[config.mk]
export PLATFORM = sky130hd
export DESIGN_NAME = gpio_bank_ctrl
export DESIGN_NICKNAME = d
export VERILOG_FILES = /design/src/rtl/gpio_bank_pkg.sv /design/src/rtl/gpio_fn_regs.sv /design/src/rtl/gpio_out_latch.sv /design/src/rtl/gpio_in_sync.sv /design/src/rtl/gpio_bank_ctrl.sv
export SDC_FILE = /design/constraint.sdc
export NUM_CORES = 1
export LEC_CHECK = 0
export BUFFER_PORTS_ARGS = -buffer_cell sky130_fd_sc_hd__buf_2
export CAP_MARGIN = 10
export CORE_AREA = 4 4 237 239
export CTS_CLUSTER_DIAMETER = 120
export DETAILED_ROUTE_END_ITERATION = 6
export DIE_AREA = 0 0 241 243
export SYNTH_ARGS = -nofsm -noshare
export SYNTH_HDL_FRONTEND = slang
export SYNTH_SLANG_ARGS = --single-unit
[constraint.sdc]
create_clock -name clk_i -period 1.4 [get_ports clk_i]
set_input_delay 0.07 -clock clk_i [delete_from_list [all_inputs] [get_ports clk_i]]
set_output_delay 0.07 -clock clk_i [all_outputs]
set_load 0.02 [all_outputs]
[src/rtl/gpio_bank_pkg.sv]
package gpio_bank_pkg;

  localparam int unsigned FIELD_W  = 3;
  localparam int unsigned FIELDS_PER_WORD = 10;

  // word map; neighbours decode these offsets
  localparam int unsigned SEL_BASE = 0;
  localparam int unsigned SET_BASE = 7;
  localparam int unsigned CLR_BASE = 10;
  localparam int unsigned LVL_BASE = 13;

  typedef enum logic [FIELD_W-1:0] {
    FN_INPUT  = 3'd0,
    FN_OUTPUT = 3'd1,
    FN_ALT5   = 3'd2,
    FN_ALT4   = 3'd3,
    FN_ALT0   = 3'd4,
    FN_ALT1   = 3'd5,
    FN_ALT2   = 3'd6,
    FN_ALT3   = 3'd7
  } pin_fn_e;

  function automatic logic [FIELD_W-1:0] alt_number(input logic [FIELD_W-1:0] f);
    case (pin_fn_e'(f))
      FN_ALT0: alt_number = 3'd0;
      FN_ALT1: alt_number = 3'd1;
      FN_ALT2: alt_number = 3'd2;
      FN_ALT3: alt_number = 3'd3;
      FN_ALT4: alt_number = 3'd4;
      FN_ALT5: alt_number = 3'd5;
      default: alt_number = 3'd0;
    endcase
  endfunction

endpackage

[src/rtl/gpio_fn_regs.sv]
module gpio_fn_regs
  import gpio_bank_pkg::*;
#(
  parameter int unsigned NUM_PINS = 54,
  parameter int unsigned DATA_W   = 32,
  parameter int unsigned ADDR_W   = 5
) (
  input  logic                        clk_i,
  input  logic                        rst_ni,
  input  logic                        wr_i,
  input  logic [ADDR_W-1:0]           wr_word_i,
  input  logic [DATA_W-1:0]           wdata_i,
  input  logic [ADDR_W-1:0]           rd_word_i,
  output logic [DATA_W-1:0]           rd_data_o,
  output logic [NUM_PINS*FIELD_W-1:0] mode_o
);

  localparam int unsigned LAST_PIN  = NUM_PINS - 1;
  localparam int unsigned LAST_WORD = LAST_PIN / FIELDS_PER_WORD;
  localparam int unsigned LAST_OFF  = (LAST_PIN % FIELDS_PER_WORD) * FIELD_W;

  for (genvar n = 0; n < NUM_PINS; n++) begin : g_pin
    localparam int unsigned WORD = n / FIELDS_PER_WORD;
    localparam int unsigned OFF  = (n % FIELDS_PER_WORD) * FIELD_W;
    logic [FIELD_W-1:0] fn_q;

    always_ff @(posedge clk_i or negedge rst_ni) begin
      if (!rst_ni)                                   fn_q <= FN_INPUT;
      else if (wr_i && wr_word_i == ADDR_W'(WORD))   fn_q <= wdata_i[OFF +: FIELD_W];
    end

    assign mode_o[n*FIELD_W +: FIELD_W] = fn_q;
  end

  always_comb begin
    rd_data_o = '0;
    for (int n = 0; n < NUM_PINS; n++) begin
      if (rd_word_i == ADDR_W'(n / FIELDS_PER_WORD))
        rd_data_o[(n % FIELDS_PER_WORD)*FIELD_W +: FIELD_W] = mode_o[n*FIELD_W +: FIELD_W];
    end
  end


  first_field_chk: assert property (@(posedge clk_i) disable iff (!rst_ni)
    (wr_i && wr_word_i == '0) |=> mode_o[FIELD_W-1:0] == $past(wdata_i[FIELD_W-1:0]));


  last_field_chk: assert property (@(posedge clk_i) disable iff (!rst_ni)
    (wr_i && wr_word_i == ADDR_W'(LAST_WORD))
      |=> mode_o[LAST_PIN*FIELD_W +: FIELD_W] == $past(wdata_i[LAST_OFF +: FIELD_W]));

endmodule

[src/rtl/gpio_out_latch.sv]
module gpio_out_latch #(
  parameter int unsigned NUM_PINS = 54,
  parameter int unsigned DATA_W   = 32,
  parameter int unsigned ADDR_W   = 5
) (
  input  logic                clk_i,
  input  logic                rst_ni,
  input  logic                set_we_i,
  input  logic                clr_we_i,
  input  logic [ADDR_W-1:0]   bank_i,
  input  logic [DATA_W-1:0]   wdata_i,
  output logic [NUM_PINS-1:0] latch_o
);

  logic [NUM_PINS-1:0] hit_mask;

  always_comb begin
    hit_mask = '0;
    for (int n = 0; n < NUM_PINS; n++)
      if (bank_i == ADDR_W'(n / DATA_W)) hit_mask[n] = wdata_i[n % DATA_W];
  end

  for (genvar n = 0; n < NUM_PINS; n++) begin : g_bit
    always_ff @(posedge clk_i or negedge rst_ni) begin
      if (!rst_ni)                      latch_o[n] <= 1'b0;
      else if (set_we_i && hit_mask[n]) latch_o[n] <= 1'b1;
      else if (clr_we_i && hit_mask[n]) latch_o[n] <= 1'b0;
    end
  end


  set_hit_chk: assert property (@(posedge clk_i) disable iff (!rst_ni)
    set_we_i |=> (latch_o & $past(hit_mask)) == $past(hit_mask));


  set_keep_chk: assert property (@(posedge clk_i) disable iff (!rst_ni)
    (set_we_i && !clr_we_i) |=> (latch_o & ~$past(hit_mask)) == ($past(latch_o) & ~$past(hit_mask)));


  clr_hit_chk: assert property (@(posedge clk_i) disable iff (!rst_ni)
    (clr_we_i && !set_we_i) |=> (latch_o & $past(hit_mask)) == '0);

endmodule

[src/rtl/gpio_in_sync.sv]
module gpio_in_sync #(
  parameter int unsigned NUM_PINS = 54
) (
  input  logic                clk_i,
  input  logic                rst_ni,
  input  logic [NUM_PINS-1:0] pad_i,
  output logic [NUM_PINS-1:0] level_o
);

  logic [NUM_PINS-1:0] meta_q;
  logic [1:0]          warm_q;

  always_ff @(posedge clk_i or negedge rst_ni) begin
    if (!rst_ni) begin
      meta_q  <= '0;
      level_o <= '0;
    end else begin
      meta_q  <= pad_i;
      level_o <= meta_q;
    end
  end

  // assertion support: cycles since reset, saturating
  always_ff @(posedge clk_i or negedge rst_ni) begin
    if (!rst_ni)              warm_q <= '0;
    else if (warm_q != 2'd2)  warm_q <= warm_q + 2'd1;
  end


  sync_delay_chk: assert property (@(posedge clk_i) disable iff (!rst_ni)
    (warm_q == 2'd2) |-> level_o == $past(pad_i, 2));

endmodule

[src/rtl/gpio_bank_ctrl.sv]
module gpio_bank_ctrl
  import gpio_bank_pkg::*;
#(
  parameter int unsigned NUM_PINS = 54,
  parameter int unsigned DATA_W   = 32,
  parameter int unsigned ADDR_W   = 5
) (
  input  logic                        clk_i,
  input  logic                        rst_ni,
  input  logic [ADDR_W-1:0]           addr_i,
  input  logic                        we_i,
  input  logic [DATA_W-1:0]           wdata_i,
  output logic [DATA_W-1:0]           rdata_o,
  input  logic [NUM_PINS-1:0]         pad_i,
  output logic [NUM_PINS-1:0]         pad_o,
  output logic [NUM_PINS-1:0]         pad_oe_o,
  output logic [NUM_PINS*FIELD_W-1:0] mode_o,
  output logic [NUM_PINS-1:0]         alt_en_o,
  output logic [NUM_PINS*FIELD_W-1:0] alt_idx_o
);

  localparam int unsigned SEL_WORDS = (NUM_PINS + FIELDS_PER_WORD - 1) / FIELDS_PER_WORD;
  localparam int unsigned BANKS     = (NUM_PINS + DATA_W - 1) / DATA_W;

  logic                sel_hit, set_hit, clr_hit, lvl_hit;
  logic [ADDR_W-1:0]   sel_word, set_bank, clr_bank, lvl_bank, latch_bank;
  logic [DATA_W-1:0]   sel_rd, lvl_rd, rd_next;
  logic [NUM_PINS-1:0] latch_q, level_q;

  assign sel_word = addr_i - ADDR_W'(SEL_BASE);
  assign set_bank = addr_i - ADDR_W'(SET_BASE);
  assign clr_bank = addr_i - ADDR_W'(CLR_BASE);
  assign lvl_bank = addr_i - ADDR_W'(LVL_BASE);

  assign sel_hit = (addr_i >= ADDR_W'(SEL_BASE)) && (addr_i < ADDR_W'(SEL_BASE + SEL_WORDS));
  assign set_hit = (addr_i >= ADDR_W'(SET_BASE)) && (addr_i < ADDR_W'(SET_BASE + BANKS));
  assign clr_hit = (addr_i >= ADDR_W'(CLR_BASE)) && (addr_i < ADDR_W'(CLR_BASE + BANKS));
  assign lvl_hit = (addr_i >= ADDR_W'(LVL_BASE)) && (addr_i < ADDR_W'(LVL_BASE + BANKS));

  assign latch_bank = set_hit ? set_bank : clr_bank;

  gpio_fn_regs #(
    .NUM_PINS (NUM_PINS),
    .DATA_W   (DATA_W),
    .ADDR_W   (ADDR_W)
  ) u_fn_regs (
    .clk_i     (clk_i),
    .rst_ni    (rst_ni),
    .wr_i      (we_i && sel_hit),
    .wr_word_i (sel_word),
    .wdata_i   (wdata_i),
    .rd_word_i (sel_word),
    .rd_data_o (sel_rd),
    .mode_o    (mode_o)
  );

  gpio_out_latch #(
    .NUM_PINS (NUM_PINS),
    .DATA_W   (DATA_W),
    .ADDR_W   (ADDR_W)
  ) u_out_latch (
    .clk_i    (clk_i),
    .rst_ni   (rst_ni),
    .set_we_i (we_i && set_hit),
    .clr_we_i (we_i && clr_hit),
    .bank_i   (latch_bank),
    .wdata_i  (wdata_i),
    .latch_o  (latch_q)
  );

  gpio_in_sync #(
    .NUM_PINS (NUM_PINS)
  ) u_in_sync (
    .clk_i   (clk_i),
    .rst_ni  (rst_ni),
    .pad_i   (pad_i),
    .level_o (level_q)
  );

  always_comb begin
    lvl_rd = '0;
    for (int n = 0; n < NUM_PINS; n++)
      if (lvl_bank == ADDR_W'(n / DATA_W)) lvl_rd[n % DATA_W] = level_q[n];
  end

  always_comb begin
    if (sel_hit)      rd_next = sel_rd;
    else if (lvl_hit) rd_next = lvl_rd;
    else              rd_next = '0;
  end

  // read samples pre-write state
  always_ff @(posedge clk_i or negedge rst_ni) begin
    if (!rst_ni) rdata_o <= '0;
    else         rdata_o <= rd_next;
  end

  for (genvar n = 0; n < NUM_PINS; n++) begin : g_pad
    logic [FIELD_W-1:0] fn;
    assign fn           = mode_o[n*FIELD_W +: FIELD_W];
    assign pad_oe_o[n]  = (fn == FN_OUTPUT);
    assign pad_o[n]     = pad_oe_o[n] & latch_q[n];
    assign alt_en_o[n]  = (fn != FN_INPUT) && (fn != FN_OUTPUT);
    assign alt_idx_o[n*FIELD_W +: FIELD_W] = alt_number(fn);
  end


  zero_word_chk: assert property (@(posedge clk_i) disable iff (!rst_ni)
    (!sel_hit && !lvl_hit) |=> rdata_o == '0);


  pad_drive_chk: assert property (@(posedge clk_i) disable iff (!rst_ni)
    (pad_o & ~latch_q) == '0);

endmodule

==> impl_metrics.tcl <==
set metrics [dict create \
    status "finished, violations left" \
    violations "hold timing, setup timing" \
    syn_area_um2 16680 \
    rows 85 \
    ir_drop_uv 1123 \
    areaGrowthSynthToFinish_pct 103.1 \
    p_int_uw 29890 \
    gr-total-overflow 0 \
    crit_type "reg2out" \
    ys_warn_count 0 \
    p_total_uw 46960 \
    rsz0062_at_grt "yes" \
    max_freq_ghz 0.5534 \
    path_depth 4 \
    yosysSeqAreaShare 0.5342 \
    slew-limit-headroom 0.6740 \
    dr.pass1.iters 5 \
    synth_top_area_share 0.5342 \
    cp_slowest_cell "dfrtp_2" \
    synth-edff-count 0 \
    cp_max_fo 3 \
    async_flop_share 1.000 \
    grt_pass1_wl_um 124400 \
    slew_violations 0 \
    final_util 0.6294 \
    crit_arrival_ps 1740 \
    routabilityCongestion 0.9600 \
    synth-seq-cells 356 \
    coreArea_um2 53810 \
    drc 0 \
    cts_tree "built" \
    switching_share 0.3636 \
    timing.final.ws_setup_ps -407.1 \
    path_buf_inv 2 \
    power_leakage_uw 0.01635 \
    clock-skew-final_ps 28.73 \
    power.switching_uw 17070 \
    hold_ws_ps -22.60 \
    first_global_vias 18490 \
    final_nets 2889 \
    cap_viol_max_count 0 \
    setup_viol 413 \
    finalHoldViolCount 13 \
    clkPwrFrac 0.250 \
    finalCriticalPeriod_ps 1807 \
    nFillCells 3793 \
    grt_usage 0.2854 \
    grt_max_degree 65 \
    die_height_um 243 \
    vias_per_cell 5.238 \
    num_vias 18410 \
    critPathMaxStageDelay_ps 470 \
    ant_nets 0 \
    syn_area_per_cell_um2 10.79 \
    drive_above_1_share 0.7131 \
    drtIter0Drc 1182 \
    synth_ff_type "dfrtp_1" \
    port_buffers 611 \
    share_comb_of_total_power 0.481 \
    cp_top_family "flip-flops" \
    synth_cell_types 47 \
    dp_hpwl_um 56030 \
    fp.dieW_um 241 \
    finalCritPeriodShare 1.291 \
    final_area_um2 33870 \
    r2r_cells 8 \
    wl_per_cell_um 27.03 \
    cts.clk_slew.worst_paths_ps 60 \
    numCtsBuffers 42 \
    io_pins 612 \
    crit_path_cell_trace "buf_6 > nor2b_4 > mux2_4 > buf_6" \
    p_per_area_nw_per_um2 1386 \
    clkLatencyLatePin_ps 600 \
    cts_root_buf "clkbuf_16" \
    ctsLongestPathBuffers 3 \
    clock_sinks 356 \
    tightest_slew_ps 489.0 \
    synth_top_cell_by_area "dfrtp_1" \
    yosys-top-cells-area "dfrtp_1 53%, mux2_2 14%, and2_1 3.3%" \
    drt_wl_total_um 95000 \
    cp-end-kind "output port" \
    netlist_instances 1546 \
    startpoint_type "register" \
    die_area_um2 58560 \
    h-tree-depth 2 \
    place_area_um2 22660 \
    pwr-share-seq 0.269 \
    synthesis.nets 1650 \
    initial_core_util 0.3099 \
    cp_common_cell "buf_6" \
    required_ps 1330 \
    antenna_found_initial 2 \
    hp-class "in2async" \
]
==> registers in the layout, indices dropped and copies added (netlist names) <==
name and cells:
rdata_o 32, u_out_latch.latch_o 54, u_in_sync.meta_q 54, u_fn_regs.g_pin.fn_q 162, u_in_sync.level_o 54
==> timing repair <==
action,4_1_cts,5_1_grt
hold endpoints to repair,575,0
pin swaps,93,145
buffers inserted,247,215
resized for setup,1233,569
hold buffers,88,0
setup endpoints to repair,417,517
cloned,6,6
==> cell usage in the layout, fill, tap and decap left out, types with 14 or more instances in the layout <==
cell type and instances:
buf_6 648, dfrtp_1 304, buf_4 290, buf_2 213, mux2_2 129, nand2_1 95
dlygate4sd3_1 87, and2_4 80, mux2_4 75, nor2_4 67, dfrtp_2 52, or2_4 50
nor2b_4 48, clkbuf_16 46, inv_1 45, a21oi_1 42, inv_2 40, o21ai_0 40
buf_12 38, mux2i_1 32, o21ai_2 32, o21ai_1 29, nor2_1 25, a22o_1 22
a221oi_2 21, o22ai_1 17, nor3_4 16, nor3_2 16, nand3_1 14
==> cells by family after synthesis <==
logic type      Yosys count  share of synthesized area
simple gates            470                     0.1440
flops                   356                     0.5342
compound gates          274                     0.1055
mux                     237                     0.1576
buf+inv                 198                    0.05079
fa+ha+maj                10                   0.007502
xor+xnor                  1                  0.0005253
==> power groups by stage <==
stage	registers (µW)	logic, µW	clock network, µW
3_3_place_gp	12600	12300	0
6_report	12700	22600	11700
5_1_grt	12700	23400	12300
3_5_place_dp	12700	12400	0
4_1_cts	12500	18800	11900
2_1_floorplan	13500	5860	0
==> cell usage after synthesis, types with 2 or more instances <==
| library cell | number |
|---|---|
| dfrtp_1 | 356 |
| mux2_2 | 204 |
| nand2_1 | 112 |
| inv_1 | 97 |
| nor2_1 | 94 |
| o21ai_0 | 93 |
| and2_1 | 88 |
| a21oi_1 | 58 |
| nor2b_1 | 54 |
| or2_2 | 50 |
| buf_2 | 48 |
| clkbuf_1 | 35 |
| mux2i_1 | 33 |
| a221oi_1 | 30 |
| nor3_1 | 30 |
| nand3_1 | 25 |
| a22o_1 | 22 |
| o22ai_1 | 22 |
| a31oi_1 | 19 |
| o21ai_2 | 11 |
| ha_1 | 10 |
| o2bb2ai_1 | 8 |
| and2_0 | 7 |
| buf_1 | 7 |
| buf_6 | 4 |
| a311oi_2 | 2 |
| buf_4 | 2 |
| clkbuf_2 | 2 |
| inv_2 | 2 |
| nand4b_1 | 2 |
| nor3_2 | 2 |
| o21ai_1 | 2 |
==> worst reg2reg max path, delay by kind of cell (launching register included) <==
family / cells / cell delay, ps
AOI/OAI and AO/OA: 4 / 510
buffers and inverters: 4 / 530
DFF: 1 / 470
==> final cells by class <==
class / count / area, µm² / share of cell area
Antenna cell: 3 / 7.507 / 0.0002217
Clock inverter: 20 / 301.5 / 0.008903
Tap cell: 696 / 870.8 / 0.02571
Timing Repair Buffer: 1293 / 12530 / 0.3699
Sequential cell: 356 / 8974 / 0.2650
Inverter: 99 / 425.4 / 0.01256
Multi-Input combinational cell: 993 / 9570 / 0.2826
Clock buffer: 55 / 1190 / 0.03513
==> stage by stage <==
stage	cells	hold WS [ps]	setup TNS (ps)	worst slack, ps
global route	3514	5.323	-94690	-431.8
floorplan	1546	-225.6	-22000	-337.1
detailed placement	2955	-10.69	-145110	-1013
CTS	3363	68.72	-76020	-410.0
finish	3515	-22.60	-77200	-407.1
global placement	2955	-6.076	-142850	-995.0
==> routing by layer <==
| layer | track usage | vias to the layer above | share of wire |
|---|---|---|---|
| li1 | - | 7786 | - |
| met1 | 0.3416 | 9298 | 0.37 |
| met2 | 0.4997 | 1052 | 0.50 |
| met3 | 0.05052 | 275 | 0.071 |
| met4 | 0.1271 | 0 | 0.057 |
| met5 | 0 | - | 0 |
==> worst paths after layout <==
| path | end | slack [ps] | start |
|---|---|---|---|
| max | alt_idx_o[78] | -410 | u_fn_regs.g_pin[26].fn_q[2] |
| min | u_in_sync.level_o[48] | -20 | rst_ni |
| max reg2reg | rdata_o[7] | -260 | u_fn_regs.g_pin[12].fn_q[1] |
| min reg2reg | u_in_sync.level_o[48] | 340 | u_in_sync.meta_q[48] |
| max in group asynchronous | u_fn_regs.g_pin[7].fn_q[2] | 680 | rst_ni |
| min in group clk_i | u_out_latch.latch_o[31] | 60 | we_i |
Power figures use the tool's default switching activity.
